**src/rtl/ebc_pkg.sv**
```systemverilog
package ebc_pkg;
  localparam int WAIT_W = 4;
  localparam int DATA_W = 16;
  localparam int LANE_W = DATA_W / 2;

  typedef struct packed {
    logic              en;
    logic              narrow;
    logic [WAIT_W-1:0] waits;
  } cs_cfg_t;

  typedef enum logic [1:0] {
    ST_IDLE = 2'd0,
    ST_BUS  = 2'd1,
    ST_DONE = 2'd2
  } ebc_state_e;
endpackage

```
**src/rtl/ebc_cfg_regs.sv**
```systemverilog
module ebc_cfg_regs
  import ebc_pkg::*;
#(
  parameter int NUM_CS = 6,
  parameter int REG_W  = 3
) (
  input  logic                   clk,
  input  logic                   rst_n,
  input  logic                   we,
  input  logic [REG_W-1:0]       idx,
  input  cs_cfg_t                wr,
  output cs_cfg_t [NUM_CS-1:0]   cfg_q
);
  for (genvar g = 0; g < NUM_CS; g++) begin : g_slot
    always_ff @(posedge clk or negedge rst_n) begin
      if (!rst_n) begin
        cfg_q[g] <= '0;
      end else if (we && idx == REG_W'(g)) begin
        cfg_q[g] <= wr;
      end
    end
  end
endmodule

```
**src/rtl/ebc_decode.sv**
```systemverilog
module ebc_decode
  import ebc_pkg::*;
#(
  parameter int NUM_CS = 6,
  parameter int REG_W  = 3
) (
  input  logic [REG_W-1:0]     region,
  input  cs_cfg_t [NUM_CS-1:0] cfg_q,
  output logic                 hit,
  output cs_cfg_t              sel_cfg
);
  always_comb begin
    hit     = 1'b0;
    sel_cfg = '0;
    for (int i = 0; i < NUM_CS; i++) begin
      if (region == REG_W'(i)) begin
        hit     = cfg_q[i].en;
        sel_cfg = cfg_q[i];
      end
    end
  end
endmodule

```
**src/rtl/ebc_cycle.sv**
```systemverilog
module ebc_cycle
  import ebc_pkg::*;
#(
  parameter int NUM_CS = 6,
  parameter int REG_W  = 3,
  parameter int EXT_AW = 22
) (
  input  logic              clk,
  input  logic              rst_n,
  input  logic              req_valid,
  output logic              req_ready,
  input  logic              req_write,
  input  logic [EXT_AW-1:0] req_a,
  input  logic [1:0]        req_be,
  input  logic [DATA_W-1:0] req_wdata,
  input  logic [REG_W-1:0]  region,
  input  logic              hit,
  input  cs_cfg_t           sel_cfg,
  output logic              rsp_valid,
  output logic              rsp_hit,
  output logic [DATA_W-1:0] rsp_rdata,
  output logic [EXT_AW-1:0] bus_a,
  output logic [NUM_CS-1:0] bus_cs_n,
  output logic              bus_rw,
  output logic              bus_oe_n,
  output logic              bus_eb0_n,
  output logic              bus_eb1_n,
  output logic [DATA_W-1:0] bus_dout,
  output logic              bus_doe,
  input  logic [DATA_W-1:0] bus_din
);
  ebc_state_e        st;
  logic              wr_q, narrow_q, lower_q, last_q, hit_q;
  logic [1:0]        be_q;
  logic [EXT_AW-1:0] a_q;
  logic [DATA_W-1:0] wd_q, rd_q;
  logic [REG_W-1:0]  idx_q;
  logic [WAIT_W-1:0] waits_q, cnt;
  logic              act;
  logic [DATA_W-1:0] lane_mask;

  assign act       = (st == ST_BUS);
  assign lane_mask = {{LANE_W{be_q[1]}}, {LANE_W{be_q[0]}}};

  always_ff @(posedge clk or negedge rst_n) begin
    if (!rst_n) begin
      st <= ST_IDLE;
      wr_q <= 1'b0; narrow_q <= 1'b0; lower_q <= 1'b0; last_q <= 1'b0;
      hit_q <= 1'b0; be_q <= '0; a_q <= '0; wd_q <= '0; rd_q <= '0;
      idx_q <= '0; waits_q <= '0; cnt <= '0;
    end else begin
      case (st)
        ST_IDLE: if (req_valid) begin
          wr_q     <= req_write;
          be_q     <= req_be;
          a_q      <= req_a;
          wd_q     <= req_wdata;
          idx_q    <= region;
          narrow_q <= sel_cfg.narrow;
          waits_q  <= sel_cfg.waits;
          cnt      <= sel_cfg.waits;
          lower_q  <= sel_cfg.narrow & ~req_be[1];
          last_q   <= ~(sel_cfg.narrow & (&req_be));
          rd_q     <= '0;
          hit_q    <= hit;
          st       <= hit ? ST_BUS : ST_DONE;
        end
        ST_BUS: begin
          if (cnt == '0) begin
            if (!wr_q) begin
              if (!narrow_q) rd_q <= bus_din & lane_mask;
              else if (lower_q) rd_q[LANE_W-1:0] <= bus_din[DATA_W-1:LANE_W] & {LANE_W{be_q[0]}};
              else rd_q[DATA_W-1:LANE_W] <= bus_din[DATA_W-1:LANE_W] & {LANE_W{be_q[1]}};
            end
            if (last_q) begin
              st <= ST_DONE;
            end else begin
              lower_q <= 1'b1;
              last_q  <= 1'b1;
              cnt     <= waits_q;
            end
          end else begin
            cnt <= cnt - 1'b1;
          end
        end
        default: st <= ST_IDLE;
      endcase
    end
  end

  assign req_ready = (st == ST_IDLE);
  assign rsp_valid = (st == ST_DONE);
  assign rsp_hit   = hit_q;
  assign rsp_rdata = rd_q;

  always_comb begin
    for (int i = 0; i < NUM_CS; i++) bus_cs_n[i] = ~(act && idx_q == REG_W'(i));
    bus_rw   = ~(act & wr_q);
    bus_oe_n = ~(act & ~wr_q);
    bus_doe  = act & wr_q;
    if (narrow_q) begin
      bus_a     = {a_q[EXT_AW-1:1], lower_q};
      bus_eb0_n = ~(act & (lower_q ? be_q[0] : be_q[1]));
      bus_eb1_n = 1'b1;
      bus_dout  = {(lower_q ? wd_q[LANE_W-1:0] : wd_q[DATA_W-1:LANE_W]), {LANE_W{1'b0}}};
    end else begin
      bus_a     = a_q;
      bus_eb0_n = ~(act & be_q[1]);
      bus_eb1_n = ~(act & be_q[0]);
      bus_dout  = wd_q;
    end
  end
endmodule

```
**src/rtl/ebc_top.sv**
```systemverilog
module ebc_top
  import ebc_pkg::*;
#(
  parameter int NUM_CS = 6,
  parameter int REG_W  = 3,
  parameter int OFFS_W = 24,
  parameter int EXT_AW = 22,
  localparam int IN_AW = OFFS_W + REG_W
) (
  input  logic              clk,
  input  logic              rst_n,
  input  logic              cfg_we,
  input  logic [REG_W-1:0]  cfg_idx,
  input  logic              cfg_en,
  input  logic              cfg_narrow,
  input  logic [WAIT_W-1:0] cfg_waits,
  input  logic              req_valid,
  output logic              req_ready,
  input  logic              req_write,
  input  logic [IN_AW-1:0]  req_addr,
  input  logic [1:0]        req_be,
  input  logic [DATA_W-1:0] req_wdata,
  output logic              rsp_valid,
  output logic              rsp_hit,
  output logic [DATA_W-1:0] rsp_rdata,
  output logic [EXT_AW-1:0] bus_a,
  output logic [NUM_CS-1:0] bus_cs_n,
  output logic              bus_rw,
  output logic              bus_oe_n,
  output logic              bus_eb0_n,
  output logic              bus_eb1_n,
  output logic [DATA_W-1:0] bus_dout,
  output logic              bus_doe,
  input  logic [DATA_W-1:0] bus_din
);
  cs_cfg_t [NUM_CS-1:0] cfg_q;
  cs_cfg_t              cfg_wr, sel_cfg;
  logic                 hit;
  logic [REG_W-1:0]     region;

  assign cfg_wr = '{en: cfg_en, narrow: cfg_narrow, waits: cfg_waits};
  assign region = req_addr[OFFS_W +: REG_W];

  ebc_cfg_regs #(.NUM_CS(NUM_CS), .REG_W(REG_W)) u_cfg (
    .clk(clk), .rst_n(rst_n), .we(cfg_we), .idx(cfg_idx), .wr(cfg_wr), .cfg_q(cfg_q)
  );

  ebc_decode #(.NUM_CS(NUM_CS), .REG_W(REG_W)) u_dec (
    .region(region), .cfg_q(cfg_q), .hit(hit), .sel_cfg(sel_cfg)
  );

  ebc_cycle #(.NUM_CS(NUM_CS), .REG_W(REG_W), .EXT_AW(EXT_AW)) u_cyc (
    .clk(clk), .rst_n(rst_n), .req_valid(req_valid), .req_ready(req_ready),
    .req_write(req_write), .req_a(req_addr[EXT_AW-1:0]), .req_be(req_be),
    .req_wdata(req_wdata), .region(region), .hit(hit), .sel_cfg(sel_cfg),
    .rsp_valid(rsp_valid), .rsp_hit(rsp_hit), .rsp_rdata(rsp_rdata),
    .bus_a(bus_a), .bus_cs_n(bus_cs_n), .bus_rw(bus_rw), .bus_oe_n(bus_oe_n),
    .bus_eb0_n(bus_eb0_n), .bus_eb1_n(bus_eb1_n), .bus_dout(bus_dout),
    .bus_doe(bus_doe), .bus_din(bus_din)
  );
endmodule

```
**config.mk**
```make
export PLATFORM = sky130hd
export DESIGN_NAME = ebc_top
export DESIGN_NICKNAME = d
export VERILOG_FILES = /design/src/rtl/ebc_pkg.sv /design/src/rtl/ebc_cfg_regs.sv /design/src/rtl/ebc_decode.sv /design/src/rtl/ebc_cycle.sv /design/src/rtl/ebc_top.sv
export SDC_FILE = /design/constraint.sdc
export NUM_CORES = 1
export LEC_CHECK = 0
export ABC_AREA = 1
export BUFFER_PORTS_ARGS = -buffer_cell sky130_fd_sc_hd__buf_2
export CAP_MARGIN = 10
export CORE_AREA = 2 2 169 105
export CTS_CLUSTER_SIZE = 20
export DETAILED_ROUTE_END_ITERATION = 10
export DIE_AREA = 0 0 171 107
export HOLD_SLACK_MARGIN = 0.02
export SYNTH_ARGS = -nofsm -noshare
export SYNTH_HDL_FRONTEND = slang
export SYNTH_SLANG_ARGS = --single-unit
```
**constraint.sdc**
```tcl
create_clock -name clk -period 2.12 [get_ports clk]
set_input_delay 0.106 -clock clk [delete_from_list [all_inputs] [get_ports clk]]
set_output_delay 0.106 -clock clk [all_outputs]
set_load 0.02 [all_outputs]
```
==> results.cfg, run 1 <==
[logic_synthesis]
ys_warn_count = 0
syn_area_um2 = 5246
seq_area_frac_synth_pct = 52.47
synth_area_leader_cell = dfrtp_1
synth_cells = 641
synth_area_leaders = dfrtp_1, nand2_1, o21ai_0
yosysTopAreaCellShare_pct = 52.47
synth.avg_cell_area_um2 = 8.185
synth.distinct_cells = 34
synth-edff-count = 0
synth_ff_type = dfrtp_1
syn-num-nets = 717
synthTopCellsByCount = nand2_1, dfrtp_1, o21ai_0, inv_1, nor2_1
async_flop_share_pct = 100.0
yosys.cell_count.top_type = nand2_1
ys_ff_latch = 110

[pwr]
p_per_area_nw_per_um2 = 1227
peakVddDrop_uv = 632.4
leakagePower_nw = 3.595
power_w = 0.008434

[critical_path]
critPathLaunchType = register
worst_r2r_startpoint = u_cyc.cnt[0]
cp.arrival_ns = 1.74
worstRegToRegCells = 8
required_ns = 2.01
path_class = register to output pin
cp-end-kind = output pin
r2r_end = u_cyc.rsp_rdata[0]
r2r_slack_ns = 0.30
worstPathMaxFanout = 15

[cts]
clockBufferDepth = 2
clockRootBuffer = clkbuf_16
cts.reportedPaths.clkPinSlew_ns = 0.08
clk_latency_ns = 0.35
cts_setup_buffers = 0
numCtsBuffers = 9
cts_sinks = 110
cts_tree = built
htree_num_levels = 3

[placed_design]
pre_cts_slack_ns = 0.3237
dp_hpwl_um = 10060
dpl.cell_count = 979
gp_congestion = 0.8143
port_buffers = 140

[worst_hold_path]
hold_class = input port to register
min_from = bus_din[3]
holdPathStages = 3
holdPathEnd = u_cyc.rsp_rdata[3]

[timing]
max_slew_margin_pct = 55.89
slew_violations = 0
setup_viol = 0
tns_ns = 0
grt_setup_unrepaired = no
layout_setup_ws_ns = 0.2709
period_needed_ns = 1.849
min_period_over_period_pct = 87.22
fmax_mhz = 540.8
finalHoldViolCount = 0
tightest_slew_ns = 0.6616
fin_skew_ns = 0.01154

[finish]
final.fill_count = 1706
multi_input_area_um2 = 2019
seqCellArea_um2 = 2753
n_antenna_cell = 0
final_util_pct = 41.01
synthToLayoutAreaGrowth_pct = 31.00
final_cells = 1045
drive_gt1_share_pct = 24.29
final_net_count = 882

[floorplanning]
die_area_um2 = 18300
start_util_pct = 31.31
io-pin-count = 143
dieHeight_um = 107
rows = 37
core_area_um2 = 16760
die_w_um = 171

[routing]
post-route-drc-count = 0
drt_iter0_drc = 258
dr.pass1.iters = 5
drt-vias-per-instance = 4.461
vias = 4662
antenna_left = 0
wl_per_cell_um = 13.42
routed_wirelength_um = 14020

[outcome]
status = finished clean

[global_route]
antenna_found_initial = 0
grtUsageTotal_pct = 15.69
gr-total-overflow = 0
grt_max_degree = 48
first_global_vias = 4431
grt_pass1_wl_um = 22680

[job]
timing.max_cap.violations = 0
-- power by group --
group	internal, W	switching (W)	total (W)	leakage, nW
logic	0.00117	0.00235	0.00352	2.05
registers	0.00280	0.000408	0.00321	1.39
clock network	0.000891	0.000816	0.00171	0.151
total	0.00486	0.00357	0.00843	3.60
-- per-stage QoR --
step	hold slack, ns	area, µm²
2_1_floorplan	-0.1896	5246
3_3_place_gp	0.1833	6071
3_5_place_dp	0.1826	6071
4_1_cts	0.05135	6873
5_1_grt	0.05626	6873
6_report	0.06475	6873
-- area by class of cell --
| class | count | area share, % |
|---|---|---|
| clock buffer | 11 | 3.677 |
| clock inverter | 5 | 0.7100 |
| inverter | 52 | 2.876 |
| multi-input combinational | 434 | 29.38 |
| sequential | 110 | 40.05 |
| tap | 234 | 4.260 |
| timing repair buffer | 199 | 19.04 |
-- layer usage --
metal,up-vias,GRT usage (%),routed length (µm)
met2,123,22.84,5877
met4,0,3.511,100
met1,2176,23.68,7258
li1,2355,-,-
met5,-,0,0
met3,8,3.359,783
-- cells by family after synthesis --
group                      after synthesis  share of synthesized area (%)
and+or+nand+nor                        321                          25.40
DFF                                    110                          52.47
AOI/OAI and AO/OA                      104                          11.33
buffers and inverters                   97                          9.039
muxes                                    8                          1.526
adders and majority gates                1                         0.2385
-- how the worst max path moves through the flow --
stage	startpoint	to	slack [ns]
final	u_cyc.st[0]	bus_eb0_n	0.27
after CTS	u_cyc.st[0]	bus_eb0_n	0.24
after floorplan	u_cyc.narrow_q	bus_dout[10]	0.61
after global placement	u_cyc.cnt[0]	u_cyc.rsp_rdata[1]	0.35
after detailed placement	u_cyc.cnt[0]	u_cyc.rsp_rdata[1]	0.32
after global routing	u_cyc.cnt[0]	u_cyc.rsp_rdata[1]	0.11
-- critical path, stage by stage, from the launching register on --
cell      delay (ns)
dfrtp_1         0.46
nand2_4         0.12
inv_4           0.09
nand2_1         0.08
clkinv_1        0.24
a21oi_1         0.22
buf_2           0.19
-- cells in the final DEF, fill, tap and decap left out, types with 2 or more instances in the layout --
cell | netlist | layout
a21oi_1 | 9 | 9
clkbuf_8 | 0 | 2
dlygate4sd3_1 | 0 | 50
nor2_2 | 3 | 3
o21ai_0 | 79 | 79
buf_2 | 7 | 139
nand2_1 | 233 | 233
nor2_1 | 38 | 38
inv_6 | 0 | 2
buf_4 | 24 | 7
nand4_1 | 9 | 9
nor2_4 | 2 | 2
buf_12 | 0 | 3
mux2i_1 | 8 | 8
clkbuf_16 | 0 | 9
inv_2 | 8 | 8
nor3_2 | 2 | 2
inv_1 | 42 | 42
inv_8 | 0 | 2
nand2_4 | 2 | 2
nand3_1 | 28 | 28
dfrtp_1 | 110 | 110
o21ai_1 | 2 | 2
o21ai_2 | 9 | 9
-- registers in the layout, indices dropped and copies added, names as in the netlist --
name / count
u_cyc.a_q: 22
u_cyc.rsp_hit: 1
u_cyc.cnt: 4
u_cyc.wr_q: 1
u_cyc.narrow_q: 1
u_cyc.idx_q: 3
u_cyc.st: 2
u_cyc.wd_q: 16
u_cyc.lower_q: 1
u_cyc.last_q: 1
u_cyc.rsp_rdata: 16
u_cyc.be_q: 2
u_cyc.waits_q: 4
u_cfg.cfg_q: 36
-- timing repair --
action | CTS | global route
hold endpoints to repair | 94 | 0
setup endpoints to repair | 0 | 0
hold buffers | 50 | 0
resized for setup | 0 | 0
(Power assumes the default switching activity.)
==> run 2: changes to the inputs <==
--- a/config.mk
+++ b/config.mk
@@ -13,6 +13,7 @@
 export DETAILED_ROUTE_END_ITERATION = 10
 export DIE_AREA = 0 0 171 107
 export HOLD_SLACK_MARGIN = 0.02
+export PLACE_DENSITY = 0.53
 export SYNTH_ARGS = -nofsm -noshare
 export SYNTH_HDL_FRONTEND = slang
 export SYNTH_SLANG_ARGS = --single-unit
==> run 2 against run 1 <==
Final cell count barely moved. Combinational power hardly changed. Clock power fell by 2%. Die area stayed put. Total power fell by 0.25%. Clock skew down 0.00093 ns. Largest cell class unchanged. Largest power group unchanged.
==> results.cfg, run 2 (same netlist as run 1, synthesis figures left out) <==
[floorplanning]
die_area_um2 = 18300
io-pin-count = 143
start_util_pct = 31.31
dieHeight_um = 107
core_area_um2 = 16760
rows = 37
die_w_um = 171

[critical_path]
crit_path_top_delay_cell = dfrtp_1
max_stage_delay_ns = 0.46
cp.arrival_ns = 1.75
critPathLaunchType = register
worst_r2r_startpoint = u_cyc.cnt[0]
cp-end-kind = output pin
path_class = register to output pin
crit_start = u_cyc.st[0]
worstPathCellList = nand2_4 > inv_4 > nand2_1 > clkinv_1 > a21oi_1 > buf_2
worstPathMaxFanout = 15
required_ns = 2.01

[timing]
slew_violations = 0
period_needed_ns = 1.856
max_slew_margin_pct = 66.61
fmax_mhz = 538.8
fin_skew_ns = 0.01062
tns_ns = 0
tightest_slew_ns = 0.4981
grt_setup_unrepaired = no
finalHoldViolCount = 0
setup_viol = 0
min_period_over_period_pct = 87.54

[cts]
cts-resized-gates = 0
cts.reportedPaths.clkPinSlew_ns = 0.08
clockRootBuffer = clkbuf_16
cts_setup_buffers = 0
numCtsBuffers = 9
clockBufferDepth = 2
cts_hold_buffers = 50
cts_tree = built
clk_latency_ns = 0.35
cts_sinks = 110
htree_num_levels = 3

[global_route]
first_global_vias = 4422
grt_pass1_wl_um = 23120
gr-total-overflow = 0
antenna_found_initial = 0
grt_max_degree = 47
grtUsageTotal_pct = 15.99

[finish]
drive_gt1_share_pct = 24.26
largest_reg_flops = 36
layout_common_cells = nand2_1, buf_2, dfrtp_1, o21ai_0, dlygate4sd3_1
n_antenna_cell = 0
synthToLayoutAreaGrowth_pct = 30.55
largest-register = u_cfg.cfg_q
largest_registers = u_cfg.cfg_q (36), u_cyc.a_q (22)
layout_commonest_cell = nand2_1
final_net_count = 883

[pwr]
power_w = 0.008413
p_clk_share_pct = 19.8
sw_frac_of_total_pct = 42.97
p_int_w = 0.004798
combinationalPowerShare_pct = 42.0
p_per_area_nw_per_um2 = 1228
p_switching_w = 0.003615
leakagePower_nw = 3.586
peakVddDrop_uv = 582.3
p_seq_share_pct = 38.2

[worst_hold_path]
hold_class = input port to register
min_from = bus_din[0]

[outcome]
status = finished clean

[routing]
dr.pass1.iters = 5
post-route-drc-count = 0
routed_wirelength_um = 14220
drt_iter0_drc = 264
wl_per_cell_um = 13.59
drt-vias-per-instance = 4.386
vias = 4588
antenna_left = 0

[job]
timing.max_cap.violations = 0

[placed_design]
dp_hpwl_um = 10180
port_buffers = 140
gp_congestion = 0.8372
## run 2: cell count changes in the layout (fill, tap and decap cells not counted)
cell,change
clkbuf_1,+1
buf_12,-1
clkinv_2,+1
clkbuf_8,-2
buf_4,+2
## run 2: cell type report
| type | instances | area [µm²] |
|---|---|---|
| fill | 1744 | 9910 |
| sequential | 110 | 2753 |
| multi-input combinational | 434 | 2019 |
| timing repair buffer | 200 | 1304 |
| tap | 234 | 292.8 |
| clock buffer | 10 | 229.0 |
| inverter | 52 | 197.7 |
| clock inverter | 6 | 53.80 |
## run 2: through the flow
stage / cells / setup WS [ns] / util, % / hold WS, ns / instance area (µm²)
floorplan: 641 / 0.6150 / - / -0.1896 / 5246
global placement: 980 / 0.3382 / 36.20 / -0.001857 / 6066
detailed placement: 980 / 0.2929 / 36.20 / 0.0009780 / 6066
CTS: 1046 / 0.2323 / 40.87 / 0.03480 / 6849
global route: 1046 / 0.08052 / 40.87 / 0.05972 / 6849
finish: 1046 / 0.2641 / 40.87 / 0.05127 / 6849
## run 2: power by group through the flow
stage	sequential, W	combinational, W	clock, W
2_1_floorplan	0.00321	0.00262	0
3_3_place_gp	0.00324	0.00349	0
3_5_place_dp	0.00323	0.00350	0
4_1_cts	0.00321	0.00356	0.00172
5_1_grt	0.00330	0.00393	0.00181
6_report	0.00321	0.00354	0.00167
## run 2: final timing paths
check / to / slack, ns / cells after the start
hold reg to reg: u_cyc.a_q[16] / 0.48 / 2
setup reg to reg: u_cyc.rsp_rdata[6] / 0.28 / 8
min in group asynchronous: u_cfg.cfg_q[7] / 0.17 / 2
setup / recovery: bus_eb0_n / 0.26 / 6
max in group asynchronous: u_cfg.cfg_q[34] / 1.35 / 3
hold / removal: u_cyc.rsp_rdata[0] / 0.05 / 3
## run 2: critical path: cells and delay by family (launching register included)
kind	cells	cell delay (ns)
buffers and inverters	3	0.53
DFF	1	0.46
AOI/OAI and AO/OA	1	0.22
and+or+nand+nor	2	0.19
## run 2: routing by layer
metal,track usage (%),vias to the layer above,part of all wire [%]
li1,-,2354,-
met1,24.60,2117,54
met2,22.41,100,41
met3,3.027,17,3.9
met4,4.782,0,1.5
met5,0,-,0
